`config.mk`:
```
export PLATFORM = sky130hd
export DESIGN_NAME = asram_ctl
export DESIGN_NICKNAME = d
export VERILOG_FILES = /design/src/rtl/asram_pkg.sv /design/src/rtl/asram_phase_timer.sv /design/src/rtl/asram_rd_capture.sv /design/src/rtl/asram_ctl.sv
export SDC_FILE = /design/constraint.sdc
export NUM_CORES = 1
export LEC_CHECK = 0
export BUFFER_PORTS_ARGS = -buffer_cell sky130_fd_sc_hd__clkbuf_2
export CAP_MARGIN = 20
export CORE_UTILIZATION = 45
export DETAILED_ROUTE_END_ITERATION = 8
export GPL_TIMING_DRIVEN = 0
export PLACE_DENSITY = 0.79
export SLEW_MARGIN = 20
export SYNTH_ARGS = -nofsm -noshare
export SYNTH_HDL_FRONTEND = slang
export SYNTH_SLANG_ARGS = --single-unit
```
`constraint.sdc`:
```
create_clock -name clk -period 1.7 [get_ports clk]
set_input_delay 0.17 -clock clk [delete_from_list [all_inputs] [get_ports clk]]
set_output_delay 0.17 -clock clk [all_outputs]
set_load 0.005 [all_outputs]
```
`src/rtl/asram_pkg.sv`:
```
package asram_pkg;

    typedef enum logic [1:0] {
        ST_IDLE  = 2'd0,
        ST_READ  = 2'd1,
        ST_TURN  = 2'd2,
        ST_PULSE = 2'd3
    } asram_state_e;

    // Registered memory-side control levels
    typedef struct packed {
        logic cs_n;
        logic we_n;
        logic oe_n;
        logic drv;
    } mem_ctl_t;

    localparam mem_ctl_t CTL_IDLE = '{cs_n: 1'b1, we_n: 1'b1, oe_n: 1'b1, drv: 1'b0};

    // Control levels for the state about to be entered
    function automatic mem_ctl_t ctl_for(asram_state_e s);
        mem_ctl_t c;
        c = CTL_IDLE;
        case (s)
            ST_READ:  begin c.cs_n = 1'b0; c.oe_n = 1'b0; end
            ST_TURN:  begin c.cs_n = 1'b0; end
            ST_PULSE: begin c.cs_n = 1'b0; c.we_n = 1'b0; c.drv = 1'b1; end
            default:  c = CTL_IDLE;
        endcase
        return c;
    endfunction

    function automatic int phase_cnt_w(int a, int b, int c);
        int m;
        m = (a > b) ? a : b;
        m = (m > c) ? m : c;
        return $clog2(m + 1);
    endfunction

endpackage

```
`src/rtl/asram_phase_timer.sv`:
```
module asram_phase_timer #(
    parameter int CNT_W = 2
) (
    input  logic             clk,
    input  logic             rst,
    input  logic             load,
    input  logic [CNT_W-1:0] load_val,
    output logic             done
);
    logic [CNT_W-1:0] cnt_q;

    always_ff @(posedge clk) begin
        if (rst)
            cnt_q <= '0;
        else if (load)
            cnt_q <= load_val;
        else if (cnt_q != '0)
            cnt_q <= cnt_q - 1'b1;
    end

    // Last cycle of the phase
    assign done = (cnt_q == CNT_W'(1));
endmodule

```
`src/rtl/asram_rd_capture.sv`:
```
module asram_rd_capture #(
    parameter int DATA_W = 8
) (
    input  logic              clk,
    input  logic              rst,
    input  logic              grab,
    input  logic [DATA_W-1:0] din,
    output logic [DATA_W-1:0] dout,
    output logic              valid
);
    always_ff @(posedge clk) begin
        if (rst) begin
            dout  <= '0;
            valid <= 1'b0;
        end else begin
            valid <= grab;
            if (grab)
                dout <= din;
        end
    end
endmodule

```
`src/rtl/asram_ctl.sv`:
```
module asram_ctl
    import asram_pkg::*;
#(
    parameter int ADDR_W     = 19,
    parameter int DATA_W     = 8,
    parameter int ACCESS_CYC = 2,
    parameter int PULSE_CYC  = 2,
    parameter int TURN_CYC   = 1
) (
    input  logic              clk,
    input  logic              rst,
    input  logic              host_req,
    input  logic              host_wr,
    input  logic [ADDR_W-1:0] host_addr,
    input  logic [DATA_W-1:0] host_wdata,
    output logic              host_rdy,
    output logic [DATA_W-1:0] host_rdata,
    output logic              host_rvalid,
    output logic [ADDR_W-1:0] mem_addr,
    output logic              mem_cs_n,
    output logic              mem_we_n,
    output logic              mem_oe_n,
    output logic [DATA_W-1:0] mem_dq_out,
    input  logic [DATA_W-1:0] mem_dq_in,
    output logic              mem_dq_oe
);
    localparam int CNT_W = phase_cnt_w(ACCESS_CYC, PULSE_CYC, TURN_CYC);

    asram_state_e     state_q, state_d;
    mem_ctl_t         ctl_q;
    logic             load, done, grab;
    logic [CNT_W-1:0] load_val;
    logic [ADDR_W-1:0] addr_q;
    logic [DATA_W-1:0] data_q;

    asram_phase_timer #(.CNT_W(CNT_W)) u_timer (
        .clk      (clk),
        .rst      (rst),
        .load     (load),
        .load_val (load_val),
        .done     (done)
    );

    asram_rd_capture #(.DATA_W(DATA_W)) u_cap (
        .clk   (clk),
        .rst   (rst),
        .grab  (grab),
        .din   (mem_dq_in),
        .dout  (host_rdata),
        .valid (host_rvalid)
    );

    always_comb begin
        state_d  = state_q;
        load     = 1'b0;
        load_val = '0;
        grab     = 1'b0;
        case (state_q)
            ST_IDLE: begin
                if (host_req) begin
                    load = 1'b1;
                    if (host_wr) begin
                        state_d  = ST_TURN;
                        load_val = CNT_W'(TURN_CYC);
                    end else begin
                        state_d  = ST_READ;
                        load_val = CNT_W'(ACCESS_CYC);
                    end
                end
            end
            ST_READ: begin
                if (done) begin
                    state_d = ST_IDLE;
                    grab    = 1'b1;
                end
            end
            ST_TURN: begin
                if (done) begin
                    state_d  = ST_PULSE;
                    load     = 1'b1;
                    load_val = CNT_W'(PULSE_CYC);
                end
            end
            ST_PULSE: begin
                if (done)
                    state_d = ST_IDLE;
            end
            default: state_d = ST_IDLE;
        endcase
    end

    always_ff @(posedge clk) begin
        if (rst) begin
            state_q <= ST_IDLE;
            ctl_q   <= CTL_IDLE;
            addr_q  <= '0;
            data_q  <= '0;
        end else begin
            state_q <= state_d;
            ctl_q   <= ctl_for(state_d);
            if (state_q == ST_IDLE && host_req) begin
                addr_q <= host_addr;
                data_q <= host_wdata;
            end
        end
    end

    assign host_rdy   = (state_q == ST_IDLE);
    assign mem_addr   = addr_q;
    assign mem_dq_out = data_q;
    assign mem_cs_n   = ctl_q.cs_n;
    assign mem_we_n   = ctl_q.we_n;
    assign mem_oe_n   = ctl_q.oe_n;
    assign mem_dq_oe  = ctl_q.drv;
endmodule

```
# ---- Word-level counts from Yosys, hierarchy flattened
# Index checks and enable logic that the tools add are counted.
dict set report classes {
  add_sub_neg 1
  eq_ne 7
  mux 19
  reduce_logical 6
}
# cell count
set ops {}
lappend ops {{$mux W2} 9}
lappend ops {{$eq A2 B2 Y1 const B} 4}
lappend ops {{$mux W1} 7}
lappend ops {{$eq A2 B1 Y1 const B} 3}
lappend ops {{$pmux W2 S3} 1}
lappend ops {{$pmux W2 S2} 1}
lappend ops {{$reduce_bool A2 Y1} 2}
lappend ops {{$reduce_or A3 Y1} 1}
lappend ops {{$logic_not A2 Y1} 1}
lappend ops {{$pmux W1 S2} 1}
lappend ops {{$reduce_or A2 Y1} 1}
lappend ops {{$sub A2 B1 Y2 const B} 1}
lappend ops {{$logic_and A1 B1 Y1} 1}
dict set report totals {
  register_bits 44
  input_bits 39
  out_inout_bits 41
  elab_cells 43
}

# ---- Depth between registers and ports, before layout
dict set report depth {
  word_depth 6
  ltp_mapped 6
  depth_no_buf 6
}

# ---- Hierarchy
# A second synthesis with hierarchy kept.
dict set report unflattened {
  cells_unflattened 190
  area_unflattened_um2 1955.6
}
# mod instances cells_per_inst area_per_inst_um2 seq_area_each_um2
set modules_own_cells {}
lappend modules_own_cells {asram_ctl 1 148 1511.4 660.6}
lappend modules_own_cells {asram_rd_capture 1 28 312.8 180.2}
lappend modules_own_cells {asram_phase_timer 1 14 131.4 40.0}

# ---- Worst setup path before layout
# Ideal clock, no wire load.
dict set report synth_path {
  path_type {register to register}
  from {reg state_q[1]}
  to {reg ctl_q, in the netlist mem_we_n}
  setup_time_ns 0.120
  t_arrival_ns 1.314
  required_time_ns 1.580
  path_slack_ns 0.266
  path_stages_with_launch 5
  path_buffers 1
  period_less_slack_ns 1.434
  path_cell_list {dfxtp_1 > buf_6 > or3b_1 > a221o_1 > or2_1}
}
dict set report synth_between {
  elab_chain_len 5
  elab_cells_between_ends 11
  cone_classes {eq/ne (4); mux (5); reduce/logical (2)}
}
# element line_no
set synth_lines {}
lappend synth_lines {{start: declaration} asram_ctl.sv:29} ;# asram_state_e state_q, state_d;
lappend synth_lines {{start signal: assignment} asram_ctl.sv:99} ;# state_q <= state_d;
lappend synth_lines {{$eq A2 B2 Y1 or $eq A2 B1 Y1 (tied branches)} asram_ctl.sv:58} ;# case (state_q)
lappend synth_lines {{$reduce_or A2 Y1 (no line)} --}
lappend synth_lines {{$pmux W2 S3 *} asram_ctl.sv:58}
lappend synth_lines {{$eq A2 B2 Y1 *} asram_pkg.sv:24} ;# case (s)
lappend synth_lines {{$mux W1 *} asram_pkg.sv:24}
lappend synth_lines {{end signal: assignment} asram_ctl.sv:100} ;# ctl_q <= ctl_for(state_d);
lappend synth_lines {{end: declaration} asram_ctl.sv:30} ;# mem_ctl_t ctl_q;
# Mark *: on every way between the ends. The rest lies on a longest branch, timed or not.
# A chain may end at the register's enable or synchronous reset.

# ---- Worst setup path after layout
dict set report layout_path {
  from {reg state_q[1]}
  to {reg addr_q[16], in the netlist mem_addr[16]}
}
dict set report layout_between {
  elab_chain_len 2
}
# element line_no
set layout_lines {}
lappend layout_lines {{$logic_not A2 Y1} asram_ctl.sv:101} ;# if (state_q == ST_IDLE && host_req) begin
lappend layout_lines {{$logic_and A1 B1 Y1} asram_ctl.sv:101}
lappend layout_lines {{end signal: assignment} asram_ctl.sv:102} ;# addr_q <= host_addr;
lappend layout_lines {{end: declaration} asram_ctl.sv:33} ;# logic [ADDR_W-1:0] addr_q;
# No other way between the ends.

==> impl_results.md <==
- XOR/XNOR Fraction of Synth Area: 0%
- Area of the die: 3860 µm²
- Core ar.: 3390 µm²
- Clk pin slew, worst setup/hold paths: 120 ps
- Final setup skew: 4.33 ps
- Status: finished clean
- Slowest cell on crit path: or3b_2
- Setup TNS: 0 ps
- Synth top area cells: dfxtp_1, nand2_1, a21oi_1
- Footprint of the multi-input gates: 659 µm²
- Fmax: 646 MHz
- CP startpoint: state_q[1]$_SDFF_PP0_
- Post-DP HPWL: 2530 µm
- Part of the power in registers: 55.1%
- Final worst path period share: 91.1%
- Syn Nets: 231
- # IOs: 80
- Number of global-route vias before repair: 1,363
- CP Depth: 6
- Antenna-violating nets left: 0
- Mean Syn Cell Area: 8.62 µm²
- Number of H-tree levels: 2
- CP peak stage delay: 460 ps
- Clk network pwr share: 24.8%
- Synthesized flop and latch total: 44
- Largest family of logic cells by synthesized area: simple AND/OR/NAND/NOR gates
- Setup bufs post-CTS: 0
- Max-slew violation count: 0
- Yosys top cell by area: dfxtp_1
- Worst path top cell family by delay: simple AND/OR/NAND/NOR gates
- Largest net degree at the start of global routing: 14
- Area fraction of the dominant cell type after synthesis: 54.1%
- Number of gates resized after CTS: 0
- CTS buffer count: 5
- Clock Path Buffers: 2
- PD cells: 978 nW/µm²
- CP arrival: 1780 ps
- Hold Fails Final Rpt: 0
- Leakage: 1.07 nW
- Synth Area in Adders: 2.30%
- # hold bufs at CTS: 0
- WL/cell: 10.6 µm
- Total Power: 2.09 mW
- Seq/Total Area, Yosys: 54.1%
- RePlAce Congestion: 0.836
- Reg-to-reg critical path endpoint: mem_addr[16]$_SDFFE_PP0P_
- Setup crit end: mem_addr[16]$_SDFFE_PP0P_
- First-pass GRT wire length: 5630 µm
- Worst R2R Path Depth: 6
- CP Cell Sequence: buf_6 > or3b_2 > buf_2 > buf_2 > nand2_1 > a21oi_1
- Sequential cell area: 881 µm²
- Layout cells sized above 1: 34.9%
- Worst r2r src: state_q[1]$_SDFF_PP0_
- Vias per cell: 4.76
- Vias: 1,529
- Sw Pwr: 0.585 mW
- DRC: 0
- Nets@finish: 316
- CTS root buffer: clkbuf_4
- CP required: 1940 ps
- Worst-skew pair later-pin latency: 350 ps
- Crit path max fanout: 10
- Worst Hold Class: input pin to flop
- VDD IR max: 0.535 mV
- Setup CP Type: flop to flop
- CTS tree: done
- Gr ovfl total: 0
- Crit end category: flop
- Buf/Inv on CP: 3
- Post-layout min period: 1550 ps
- GRT Total Usage: 18.5%
- Antenna cells: 0
- First-pass detailed-route iteration total: 4
- Synth warnings: 0
- Worst setup SP type: flop
- Initial antenna violation count: 0
- Initial core utilization: 48.1%
- Layout filler cell count: 307
- Mapped cell area: 1630 µm²
- Area growth from synthesis to layout: 31.3%
- Final setup fails: 0
- TritonCTS Sinks: 44
- Synth Area in Compound Gates: 13.7%
- Worst-margin pin slew: 426 ps
- Simple-Gate Fraction of Synth Area: 19.0%
- Net Sw Frac: 28.0%
- Chip Height: 62.2 µm
- Cell mode on critical path: buf_2
- Max Cap Viol: 0
- Drt total wl: 3410 µm
- Min-Delay Path Depth: 3
- Floorplan row count: 21
- Initial DRC Count: 112
- Slew HR: 71.6%
- Distinct cell type count after synthesis: 25
- R2R Setup Slk: 150 ps
- Die X: 62.2 µm
- Logic pwr share: 20.1%
- Internal: 1.51 mW
- IO Port Bufs: 78
- Mux cell area share after synthesis: 5.53%
- Unrepaired setup endpoints after global routing: false
- Gate Count Post-Synth: 189
-- flip-flops by register name, summed over array words and instances (netlist names) --
register / count
mem_oe_n: 1
mem_dq_out: 8
mem_we_n: 1
u_cap.valid: 1
mem_cs_n: 1
state_q: 2
u_timer.cnt_q: 2
u_cap.dout: 8
mem_dq_oe: 1
mem_addr: 19
-- worst register-to-register path: stages, from the launching register on --
cell	delay [ps]
dfxtp_1	330
buf_6	130
or3b_2	460
buf_2	180
buf_2	190
nand2_1	90
a21oi_1	60
-- routing by layer --
| layer | track usage, % | vias to the layer above | wire length [µm] |
|---|---|---|---|
| met3 | 4.78 | 7 | 221 |
| met5 | 0 | - | 0 |
| met1 | 22.1 | 683 | 1570 |
| li1 | - | 785 | - |
| met2 | 29.8 | 54 | 1560 |
| met4 | 11.0 | 0 | 65 |
-- power groups by stage --
stage,combinational [mW],sequential [mW],clock [mW]
after floorplan,0.251,1.18,0
after global placement,0.415,1.17,0
after detailed placement,0.423,1.18,0
after CTS,0.424,1.15,0.529
after global routing,0.476,1.16,0.568
final,0.421,1.15,0.518
-- kinds of logic (layout without fill, tap and decap cells) --
family                     Yosys count  count (layout)
muxes                                9               9
AOI/OAI and AO/OA                   38              38
adders and majority gates            3               3
buffers and inverters               19             105
and+or+nand+nor                     76              76
DFF                                 44              44
-- Yosys cell counts --
library cell  instances
a21boi_0              1
a21oi_1              28
a221o_1               1
a221oi_1              1
a22o_1                1
a32oi_1               1
buf_2                 8
buf_6                 1
clkbuf_1              5
dfxtp_1              44
ha_1                  3
inv_1                 5
mux2i_1               9
nand2_1              57
nand3b_1              1
nor2_1               13
nor3b_1               1
o2111ai_1             1
o21a_1                2
o22ai_1               1
o41ai_1               1
or2_1                 1
or2b_1                1
or3b_1                1
or3b_2                1
-- worst min-delay path by stage --
stage,startpoint,endpoint,slack (ps)
after global placement,host_addr[8],mem_addr[8]$_SDFFE_PP0P_,390
final,host_addr[10],mem_addr[10]$_SDFFE_PP0P_,20
after detailed placement,host_addr[6],mem_addr[6]$_SDFFE_PP0P_,400
after CTS,host_addr[18],mem_addr[18]$_SDFFE_PP0P_,10
after global routing,host_addr[8],mem_addr[8]$_SDFFE_PP0P_,10
after floorplan,host_addr[0],mem_addr[0]$_SDFFE_PP0P_,310
-- stage by stage --
step | setup slack (ps) | cell area, µm² | hold WS, ps | instances | util (%)
after floorplan | 266 | 1630 | 306 | 189 | -
after global placement | 179 | 2080 | 393 | 313 | 61.3
after detailed placement | 155 | 2080 | 400 | 313 | 61.3
after CTS | 139 | 2140 | 10.1 | 321 | 63.1
after global routing | 41.5 | 2140 | 14.6 | 321 | 63.1
final | 152 | 2140 | 22.0 | 321 | 63.1
-- layout make-up --
class                   instances  area share (%)
well taps                      46            2.69
plain buffers                  14            3.28
inverters                       5           0.878
clock buffers                   6            2.40
multi-input cells             126            30.8
flip-flops and latches         44            41.2
repair buffers                 78            18.3
clock inverters                 2           0.468
-- layout by cell type (no fill, tap or decap), types with 2 or more instances in the layout --
| cell | n |
|---|---|
| nor2_1 | 13 |
| clkinv_2 | 2 |
| nand2_1 | 57 |
| dfxtp_1 | 44 |
| ha_1 | 3 |
| clkbuf_1 | 5 |
| o21a_1 | 2 |
| inv_1 | 5 |
| clkbuf_4 | 5 |
| a21oi_1 | 28 |
| buf_2 | 8 |
| clkbuf_2 | 78 |
| mux2i_1 | 9 |
(Power assumes the default switching activity.)
